--- src/rtl/rfid_tag_pkg.sv ---
package rfid_tag_pkg;
  typedef enum logic {
    CMD_CALL  = 1'b0,
    CMD_SLEEP = 1'b1
  } cmd_kind_e;

  function automatic int unsigned frame_cycles(int unsigned id_w, int unsigned bit_cyc);
    return (id_w + 1) * bit_cyc;
  endfunction
endpackage

--- src/rtl/rfid_prefix_match.sv ---
module rfid_prefix_match #(
  parameter int ID_W  = 8,
  parameter int LEN_W = $clog2(ID_W + 1)
) (
  input  logic [ID_W-1:0]  id,
  input  logic [ID_W-1:0]  prefix,
  input  logic [LEN_W-1:0] len,
  output logic             hit,
  output logic             full_eq
);
  localparam int CMP_W = LEN_W + 1;

  logic [CMP_W-1:0] m_eff;
  logic [ID_W-1:0]  miss;

  always_comb begin
    if ({1'b0, len} > CMP_W'(ID_W)) m_eff = CMP_W'(ID_W);
    else                            m_eff = {1'b0, len};
  end

  // bit i takes part when it lies within the top m_eff positions
  for (genvar i = 0; i < ID_W; i++) begin : g_bit
    assign miss[i] = (m_eff > CMP_W'(ID_W - 1 - i)) && (id[i] != prefix[i]);
  end

  assign hit     = ~|miss;
  assign full_eq = (id == prefix);
endmodule

--- src/rtl/rfid_manch_ser.sv ---
module rfid_manch_ser #(
  parameter int ID_W    = 8,
  parameter int BIT_CYC = 8
) (
  input  logic            clk,
  input  logic            rst_n,
  input  logic            start,
  input  logic [ID_W-1:0] word,
  output logic            line,
  output logic            active
);
  localparam int FRAME_W = ID_W + 1;
  localparam int HALF    = BIT_CYC / 2;
  localparam int CNT_W   = (BIT_CYC > 1) ? $clog2(BIT_CYC) : 1;
  localparam int BIT_W   = $clog2(FRAME_W);

  logic [FRAME_W-1:0] sh_q, sh_d;
  logic [CNT_W-1:0]   cyc_q, cyc_d;
  logic [BIT_W-1:0]   left_q, left_d;
  logic               act_q, act_d;
  logic               line_q, line_d;
  logic               en;

  assign en = start | act_q;

  always_comb begin
    sh_d   = sh_q;
    cyc_d  = cyc_q;
    left_d = left_q;
    act_d  = act_q;
    line_d = line_q;
    if (start) begin
      sh_d   = {1'b1, word};
      cyc_d  = '0;
      left_d = BIT_W'(FRAME_W - 1);
      act_d  = 1'b1;
      line_d = 1'b1;
    end else if (act_q) begin
      if (cyc_q == CNT_W'(BIT_CYC - 1)) begin
        cyc_d = '0;
        if (left_q == '0) begin
          act_d  = 1'b0;
          line_d = 1'b0;
        end else begin
          sh_d   = sh_q << 1;
          left_d = left_q - 1'b1;
          line_d = sh_q[FRAME_W-2];
        end
      end else begin
        cyc_d = cyc_q + 1'b1;
        if (cyc_q == CNT_W'(HALF - 1)) line_d = ~sh_q[FRAME_W-1];
      end
    end
  end

  always_ff @(posedge clk or negedge rst_n) begin
    if (!rst_n) begin
      sh_q   <= '0;
      cyc_q  <= '0;
      left_q <= '0;
      act_q  <= 1'b0;
      line_q <= 1'b0;
    end else if (en) begin
      sh_q   <= sh_d;
      cyc_q  <= cyc_d;
      left_q <= left_d;
      act_q  <= act_d;
      line_q <= line_d;
    end
  end

  assign line   = line_q;
  assign active = act_q;
endmodule

--- src/rtl/rfid_tag_responder.sv ---
module rfid_tag_responder
  import rfid_tag_pkg::*;
#(
  parameter int ID_W    = 8,
  parameter int BIT_CYC = 8,
  parameter int LEN_W   = $clog2(ID_W + 1)
) (
  input  logic             clk,
  input  logic             rst_n,
  input  logic [ID_W-1:0]  tag_id,
  input  logic             cmd_valid,
  input  logic             cmd_sleep,
  input  logic [ID_W-1:0]  cmd_prefix,
  input  logic [LEN_W-1:0] cmd_len,
  output logic             line_out,
  output logic             busy
);
  logic [1:0] rst_sync_q;
  logic       rst_int_n;
  logic       hit, full_eq;
  logic       accept, start_tx;
  logic       asleep_q, asleep_d;
  cmd_kind_e  kind;

  always_ff @(posedge clk or negedge rst_n) begin
    if (!rst_n) rst_sync_q <= 2'b00;
    else        rst_sync_q <= {rst_sync_q[0], 1'b1};
  end
  assign rst_int_n = rst_sync_q[1];

  rfid_prefix_match #(.ID_W(ID_W), .LEN_W(LEN_W)) u_match (
    .id      (tag_id),
    .prefix  (cmd_prefix),
    .len     (cmd_len),
    .hit     (hit),
    .full_eq (full_eq)
  );

  assign kind     = cmd_kind_e'(cmd_sleep);
  assign accept   = cmd_valid & ~busy & rst_int_n;
  assign start_tx = accept & (kind == CMD_CALL) & ~asleep_q & hit;

  always_comb begin
    asleep_d = asleep_q;
    if (accept && (kind == CMD_SLEEP) && full_eq) asleep_d = 1'b1;
  end

  always_ff @(posedge clk or negedge rst_int_n) begin
    if (!rst_int_n) asleep_q <= 1'b0;
    else            asleep_q <= asleep_d;
  end

  rfid_manch_ser #(.ID_W(ID_W), .BIT_CYC(BIT_CYC)) u_ser (
    .clk    (clk),
    .rst_n  (rst_int_n),
    .start  (start_tx),
    .word   (tag_id),
    .line   (line_out),
    .active (busy)
  );
endmodule

--- config.mk ---
export PLATFORM = sky130hd
export DESIGN_NAME = rfid_tag_responder
export DESIGN_NICKNAME = d
export VERILOG_FILES = /design/src/rtl/rfid_tag_pkg.sv /design/src/rtl/rfid_prefix_match.sv /design/src/rtl/rfid_manch_ser.sv /design/src/rtl/rfid_tag_responder.sv
export SDC_FILE = /design/constraint.sdc
export NUM_CORES = 1
export LEC_CHECK = 0
export BUFFER_PORTS_ARGS = -buffer_cell sky130_fd_sc_hd__clkbuf_2
export CAP_MARGIN = 20
export CORE_UTILIZATION = 43
export DETAILED_ROUTE_END_ITERATION = 10
export PLACE_DENSITY = 0.65
export RECOVER_POWER = 100
export SETUP_SLACK_MARGIN = 0.4
export SYNTH_ARGS = -nofsm -noshare
export SYNTH_HDL_FRONTEND = slang
export SYNTH_SLANG_ARGS = --single-unit
export TNS_END_PERCENT = 5
--- constraint.sdc ---
create_clock -name clk -period 0.8 [get_ports clk]
set_input_delay 0.08 -clock clk [delete_from_list [all_inputs] [get_ports clk]]
set_output_delay 0.08 -clock clk [all_outputs]
set_load 0.1 [all_outputs]
Word-level counts from Yosys, hierarchy flattened
Index checks and enable logic that the tools add are counted.

Word-level logic and storage cells: 80. Register bits after elaboration: 21. Bits of input ports: 24. Output and inout port bits: 2.

Reduce and logical (&&, ||, !) cells: 19. Add/sub/neg operators: 2. Bitwise gates (word level): 10. Muxes and demuxes: 21. Order comparisons: 9. Equality and inequality tests: 12.

Operators with widths (number): $mux W9 (4); $mux W4 (5); $gt A4 B3 Y1 const B (4); $logic_and A1 B1 Y1 (10); $mux W1 (9); $mux W3 (3); $eq A8 B8 Y1 (1); $gt A4 B1 Y1 const B (2); $gt A4 B2 Y1 const B (2); $ne A1 B1 Y1 (8); $reduce_or A8 Y1 (1); $and A1 B1 Y1 (5); $gt A4 B4 Y1 const B (1); $logic_not A4 Y1 (1); $not A1 Y1 (4); $reduce_and A4 Y1 (1); $reduce_bool A2 Y1 (2); $sub A4 B1 Y4 const B (1); $add A3 B1 Y3 const B (1); $eq A3 B2 Y1 const B (1); $eq A3 B3 Y1 const B (1); $reduce_and A3 Y1 (1); $reduce_bool A3 Y1 (1); $ne A2 B1 Y1 const B (1); 3 further kinds (3).

Logic depth before layout (Yosys ltp)
Gate-level depths: netlist of the first run.

Word-level depth: 9. Mapped depth: 8. Gate-level depth less buffers: 7.

Hierarchy
Synthesis of the first run repeated with hierarchy kept, for this count alone.

Cells, all modules: 129. Area, all modules: 1227.4 µm².

Modules (own cells, without submodules): rfid_manch_ser (cells an instance 101, area an instance 958.4 µm², sequential area each 450.4 µm², instances 1); rfid_prefix_match (cells an instance 20, area an instance 143.9 µm², sequential area each 0.0 µm², instances 1); rfid_tag_responder (cells an instance 8, area an instance 125.1 µm², sequential area each 75.1 µm², instances 1).

Worst setup path after synthesis of the first run
OpenSTA, ideal clock, no wires.

Path kind: register to register. Start point: reg u_ser.act_q, in the netlist u_ser.active. End point: reg u_ser.sh_q[0]. Period minus slack after synthesis: 2452 ps. Stages on the path, launching flop included: 8. Buffers on the path: 2. Setup time: 79 ps. Setup slack: -1652 ps. Data arrival time: 2373 ps. Data required time: 721 ps. Cells stage by stage: dfrtp_1 clkbuf_1 nand3b_1 nor3_1 nand3_1 nor4_4 buf_6 mux2i_1.

Longest elaborated chain between the ends: 8. Elaborated cells on any way between the ends: 12. Classes of those cells: eq/ne: 1; mux: 1; bitwise: 7; reduce/logical: 3.

RTL lines: start, declared (line rfid_manch_ser.sv:20) `logic act_q, act_d;`; start signal, assigned (line rfid_manch_ser.sv:67) `act_q <= act_d;`; $not A1 Y1 (line rfid_tag_responder.sv:40) `assign accept = cmd_valid & ~busy & rst_int_n;`; $and A1 B1 Y1 (2 in a row) (line rfid_tag_responder.sv:40); $and A1 B1 Y1 (3 in a row) (line rfid_tag_responder.sv:41) `assign start_tx = accept & (kind == CMD_CALL) & ~asleep_q & hit;`; $ne A2 B1 Y1 (no source line), or another cell as far along; $reduce_and A4 Y1 (no source line); end signal, assigned (line rfid_manch_ser.sv:58) `sh_q <= '0;`; end signal, assigned (line rfid_manch_ser.sv:64) `sh_q <= sh_d;`; end, declared (line rfid_manch_ser.sv:17) `logic [FRAME_W-1:0] sh_q, sh_d;`.

Several ways; a longest one is shown, not always the timed one. A chain may end at the register's enable or synchronous reset.

Worst setup path in the final report of the first run
Same ends and word-level chain as after synthesis.

==> impl_metrics.ini, run 1 <==
[synthesis]
area_of_the_mapped_netlist_mm2 = 0.00120
synthFlopType = dfrtp_1
netlist_instances = 126
synth.avg_cell_area_um2 = 9.53
seq_area_frac_synth = 0.438
number_of_synthesized_flops_with_an_enable_pin = 0
yosys.cell_count.top_type = dfrtp_1
synth.cells.most_frequent = 21 x dfrtp_1, 20 x inv_1, 18 x nor2_1
synth_fp_nets = 155
synth_cell_type_count = 35
yosysWarningCount = 0
cell_taking_the_most_area_after_synthesis = dfrtp_1
asyncSetResetFlopFracSynth = 1.00
yosys_register_bits = 21
post-synth-top-area-fraction = 0.438
post_synth_main_area_contributors = dfrtp_1 44%, inv_1 6.3%, nor2_1 5.6%, ha_1 5.2%, a221oi_1 4.4%

[layout]
syn_to_final_growth_pct = 55.0
multi_input_comb_area_um2 = 658
utilization = 0.725
layout.filler_cells = 203
final_nets = 224
layout_cell_share_with_drive_strength_beyond_1 = 0.459
antenna_cells = 0
seq_area_um2 = 529
instances_no_fill = 224

[worst_setup_path]
worst_stage_delay_on_the_critical_path_ps = 490
path_cells = nand3b_1 > nor3_2 > nand3_2 > buf_6 > nor4_4 > buf_6 > buf_12 > mux2i_1
timing.critical_path.arrival_ps = 2080
critical-path-top-cell-by-count = buf_6
number_of_gates_on_the_worst_path_with_buffers_counted = 8
depth_of_the_worst_register_to_register_path = 8
setup.worst_path.end_class = flop
timing.critical_path.max_delay_family = simple AND/OR/NAND/NOR gates
critPathMaxFanout = 5
crit_slowest_cell = dfrtp_4
worst-endpoint-required_ps = 1030
criticalPathCategory = reg2reg
worst-path-buf-inv = 3
crit_path_start_kind = flop

[pwr]
power.total_mw = 1.89
p_leak_nw = 0.908
pwr_density_cell_mw_per_mm2 = 1010
worst_ir_drop_vdd_mv = 0.858

[floorplanning]
die_w_um = 54.9
ios = 26
core_region_area_mm2 = 0.00257
placement_rows = 18
die_height_um = 54.9
fp.dieArea_mm2 = 0.00301
initial_core_util = 0.468

[clock_tree]
clkLatencyLatePin_ps = 300
cts_inserted_buffers = 3
clk_pin_slew_ps = 130
cts.sink_count = 21
tritoncts = done
maximum_root_to_sink_buffer_count = 2
ctsHtreeMaxLevel = 1
cts.root.buffer_cell = clkbuf_4

[min_path]
hold_path_class = in2reg
hold-path-cell-count = 3

[placement]
port_buffers = 25
dp_hpwl_mm = 2.11
post-place-cells = 213
globalplace.congestion = 0.906

[timing]
fmax_ghz = 0.541
time_the_final_worst_path_needs_with_i_o_delays_and_setup_ps = 1850
worst_slack_ps = -1050
setup_viol_count_final = 21
worst-slew-pin-transition_ps = 492
timing.clock.skew_ps = 5.31
final.period_utilization = 2.31
rsz_0062_raised_after_global_routing = yes
sum_of_negative_setup_slack_ps = -19060
final-max-slew-violation-count = 0
final-hold-violation-count = 0
slew_headroom = 0.668

[global_route]
grtUsageTotal = 0.222
grt_pass1_vias = 1093
global_route.overflow_total = 0
antenna_found_initial = 0
first_pass_grt_wire_length_mm = 4.64
largest_net_degree_at_the_start_of_global_routing = 20

[outcome]
status = finished with violations
failed_checks = negative setup slack

[route]
remaining_drc_errors = 0
initialDrtViolationCount = 14
wl_per_cell_um = 13.8
antenna_left = 0
tritonroute_pass_1_iters = 4
postRouteWirelength_mm = 3.09
detail_route.vias_per_cell = 5.18
num_vias = 1160

[flow_run]
maxCapViolCount = 0
tightest hold or removal path: stages:
cell      delay, ps
clkbuf_2         90
inv_1            50
mux2i_1          60
layer usage:
layer  vias up  global-route usage  wire length, µm
li1        565                   -                -
met1       567               0.274             1350
met2        20               0.380             1590
met3         8              0.0417               86
met4         0              0.0812               65
met5         -                   0                0
flip-flops by register name, summed over array words and instances, names as in the netlist:
name / flops
u_ser.active: 1
u_ser.cyc_q: 3
rst_sync_q: 2
u_ser.left_q: 4
u_ser.line: 1
asleep_q: 1
u_ser.sh_q: 9
cell families after synthesis:
kind of cell,synth area share
compound gates,0.151
fa+ha+maj,0.0521
simple gates,0.181
flops,0.437
other cells,0.00312
buf+inv,0.0781
xor+xnor,0.0802
mux,0.0167
where the power goes:
| part | internal (mW) | switching, mW |
|---|---|---|
| sequential | 1.07 | 0.00317 |
| combinational | 0.152 | 0.138 |
| clock | 0.186 | 0.341 |
worst paths after layout:
check	end	from	slack (ps)
min in group asynchronous	rst_sync_q[0]	rst_n	70
min reg2reg	u_ser.active	rst_sync_q[1]	300
max in group asynchronous	u_ser.active	rst_sync_q[1]	270
max	u_ser.sh_q[0]	u_ser.active	-1050
max reg2reg	u_ser.sh_q[0]	u_ser.active	-1050
min	u_ser.sh_q[0]	tag_id[0]	20
timing repair:
action / in CTS / in global routing
endpoints found under the hold margin: 2 / 0
buffers inserted: 3 / 1
cloned: 0 / 2
resized for setup: 8 / 11
pin swaps: 5 / 2
hold buffers: 1 / 0
setup endpoints to repair: 41 / 41
layout by cell type, fill, tap and decap left out, types with 2 or more instances in the layout:
cell type,Yosys,routed
nand2b_1,3,2
a221oi_2,1,6
mux2i_1,2,2
buf_12,0,3
ha_1,5,4
a21oi_1,2,2
dfrtp_1,21,20
o21ai_0,4,4
buf_6,1,4
a211o_1,2,2
clkbuf_2,0,22
nand3b_1,2,2
xnor2_1,5,5
nor2_1,18,18
nand3_2,0,2
xor2_1,6,6
inv_1,20,19
clkbuf_4,0,3
clkbuf_16,0,2
nand2_1,7,7
buf_4,0,34
area by class of cell:
type,count,share of cell area
inverters,20,0.0403
well taps,30,0.0202
flip-flops and latches,21,0.284
clock inverters,1,0.00269
repair buffers,67,0.287
multi-input cells,82,0.353
clock buffers,3,0.0121
through the flow:
stage,worst slack (ps),hold WS (ps),cell area [µm²]
floorplan,-1270,-216,1210
global placement,-1300,-132,1650
detailed placement,-1390,-132,1650
CTS,-1000,6.18,1750
global route,-1090,10.9,1860
finish,-1050,15.5,1860
Power figures use the tool's default switching activity.
==> run 2, diff against run 1 <==
- CELL_PAD_IN_SITES_DETAIL_PLACEMENT: not set -> 1
- CELL_PAD_IN_SITES_GLOBAL_PLACEMENT: not set -> 2
- CORE_MARGIN: not set -> 2
- CORE_UTILIZATION: 43 -> 32
- PLACE_DENSITY: 0.65 -> not set
- PLACE_DENSITY_LB_ADDON: not set -> 0.1
==> impl_metrics.ini, run 2 (synthesized netlist as in run 1, its figures left out) <==
[timing]
worst_slack_ps = -1060
setup_viol_count_final = 21
fmax_ghz = 0.539
time_the_final_worst_path_needs_with_i_o_delays_and_setup_ps = 1860
timing.clock.skew_ps = 3.05
final.period_utilization = 2.32
rsz_0062_raised_after_global_routing = yes
slew_headroom = 0.649
final-max-slew-violation-count = 0
worst-slew-pin-transition_ps = 521
final-hold-violation-count = 0

[pwr]
power.total_mw = 2.07
pwr_density_cell_mw_per_mm2 = 1130
p_leak_nw = 0.895
worst_ir_drop_vdd_mv = 0.510

[route]
postRouteWirelength_mm = 3.14
num_vias = 1115
detail_route.vias_per_cell = 4.68
initialDrtViolationCount = 14
wl_per_cell_um = 13.2
tritonroute_pass_1_iters = 4
antenna_left = 0
remaining_drc_errors = 0

[worst_setup_path]
critPathMaxFanout = 9
setup.worst_path.end_class = flop
criticalPathCategory = in2reg
timing.critical_path.arrival_ps = 2050
crit_path_start_kind = input port
worst-endpoint-required_ps = 990

[global_route]
grt_util_met1 = 0.214
top_usage_layer = met2
global_route.usage.met2 = 0.273
grt_pass1_vias = 1182
antenna_found_initial = 0
global_route.overflow_total = 0
groute.layer.met3.usage = 0.0205
first_pass_grt_wire_length_mm = 5.31
grtUsageTotal = 0.160
largest_net_degree_at_the_start_of_global_routing = 20

[outcome]
status = finished with violations
failed_checks = negative setup slack

[layout]
final_cell_area_mm2 = 0.00183
layout_top_registers = u_ser.sh_q: 9 flops, u_ser.left_q: 4 flops, u_ser.cyc_q: 3 flops
layout_cell_share_with_drive_strength_beyond_1 = 0.421
largest_register = u_ser.sh_q
antenna_cells = 0
final_nets = 220
number_of_flip_flops_under_the_largest_register_name = 9
highest_count_cells_in_the_layout_ignoring_fill_and_taps = 31 x buf_4, 22 x clkbuf_2, 20 x inv_1, 20 x dfrtp_1, 18 x nor2_1
layout.cells.most_common = buf_4
syn_to_final_growth_pct = 52.4

[placement]
globalplace.congestion = 0.724
port_buffers = 25
instance_area_after_placement_mm2 = 0.00166
dp_hpwl_mm = 2.43

[clock_tree]
maximum_root_to_sink_buffer_count = 2
clkLatencyLatePin_ps = 260
ctsHtreeMaxLevel = 1
cts_inserted_buffers = 3
clk_pin_slew_ps = 80
cts.root.buffer_cell = clkbuf_8
tritoncts = done
cts.sink_count = 21

[floorplanning]
placement_rows = 22
initial_core_util = 0.331
ios = 26
die_w_um = 65.3
fp.dieArea_mm2 = 0.00426
die_height_um = 65.3
core_region_area_mm2 = 0.00363

[min_path]
hold_path_class = in2reg

[flow_run]
maxCapViolCount = 0
run 2: repair_timing:
action	4_1_cts	5_1_grt
cloned	0	1
hold buffers	1	0
gates resized for setup	8	6
endpoints found under the setup margin	41	41
buffers inserted	1	2
pin swaps	5	0
hold endpoints to repair	2	0
run 2: worst max-delay path: stages:
cell	delay, ps
clkbuf_2	90
xor2_1	160
or4_4	540
o31a_1	290
buf_4	150
nor4_4	280
buf_4	170
buf_12	120
mux2i_1	170
run 2: stage by stage:
step	hold slack, ps	utilization	std cells	setup slack (ps)	TNS (ps)
final	47.8	0.504	238	-1060	-18920
after floorplan	-216	-	126	-1270	-22360
after detailed placement	-131	0.457	229	-1390	-22960
after CTS	46.1	0.487	235	-995	-17820
after global placement	-134	0.457	229	-1300	-21980
after global routing	78.3	0.504	238	-1120	-20040
run 2: final timing paths:
check,startpoint,to,slack [ps],cells after the start
setup / recovery,cmd_prefix[4],u_ser.sh_q[0],-1060,9
hold / removal,tag_id[0],u_ser.sh_q[0],50,3
setup reg to reg,u_ser.active,u_ser.sh_q[0],-980,8
hold reg to reg,rst_sync_q[0],rst_sync_q[1],360,0
max in group asynchronous,rst_sync_q[1],u_ser.active,80,1
min in group asynchronous,rst_n,rst_sync_q[1],130,2
run 2: routing by layer:
| layer | routed length, µm | up-vias |
|---|---|---|
| li1 | - | 551 |
| met1 | 1450 | 548 |
| met2 | 1600 | 14 |
| met3 | 71 | 2 |
| met4 | 19 | 0 |
| met5 | 0 | - |
run 2: layout make-up:
type,count,area [µm²]
Clock buffer,3,41.3
Timing Repair Buffer,63,480
Multi-Input combinational cell,82,639
Clock inverter,1,5.00
Sequential cell,21,529
Fill cell,449,1800
Tap cell,48,60.1
Inverter,20,75.1
run 2: report_power, final:
part / switching (mW) / internal, mW
clock: 0.356 / 0.347
combinational: 0.138 / 0.158
sequential: 0.00347 / 1.07
total: 0.498 / 1.57
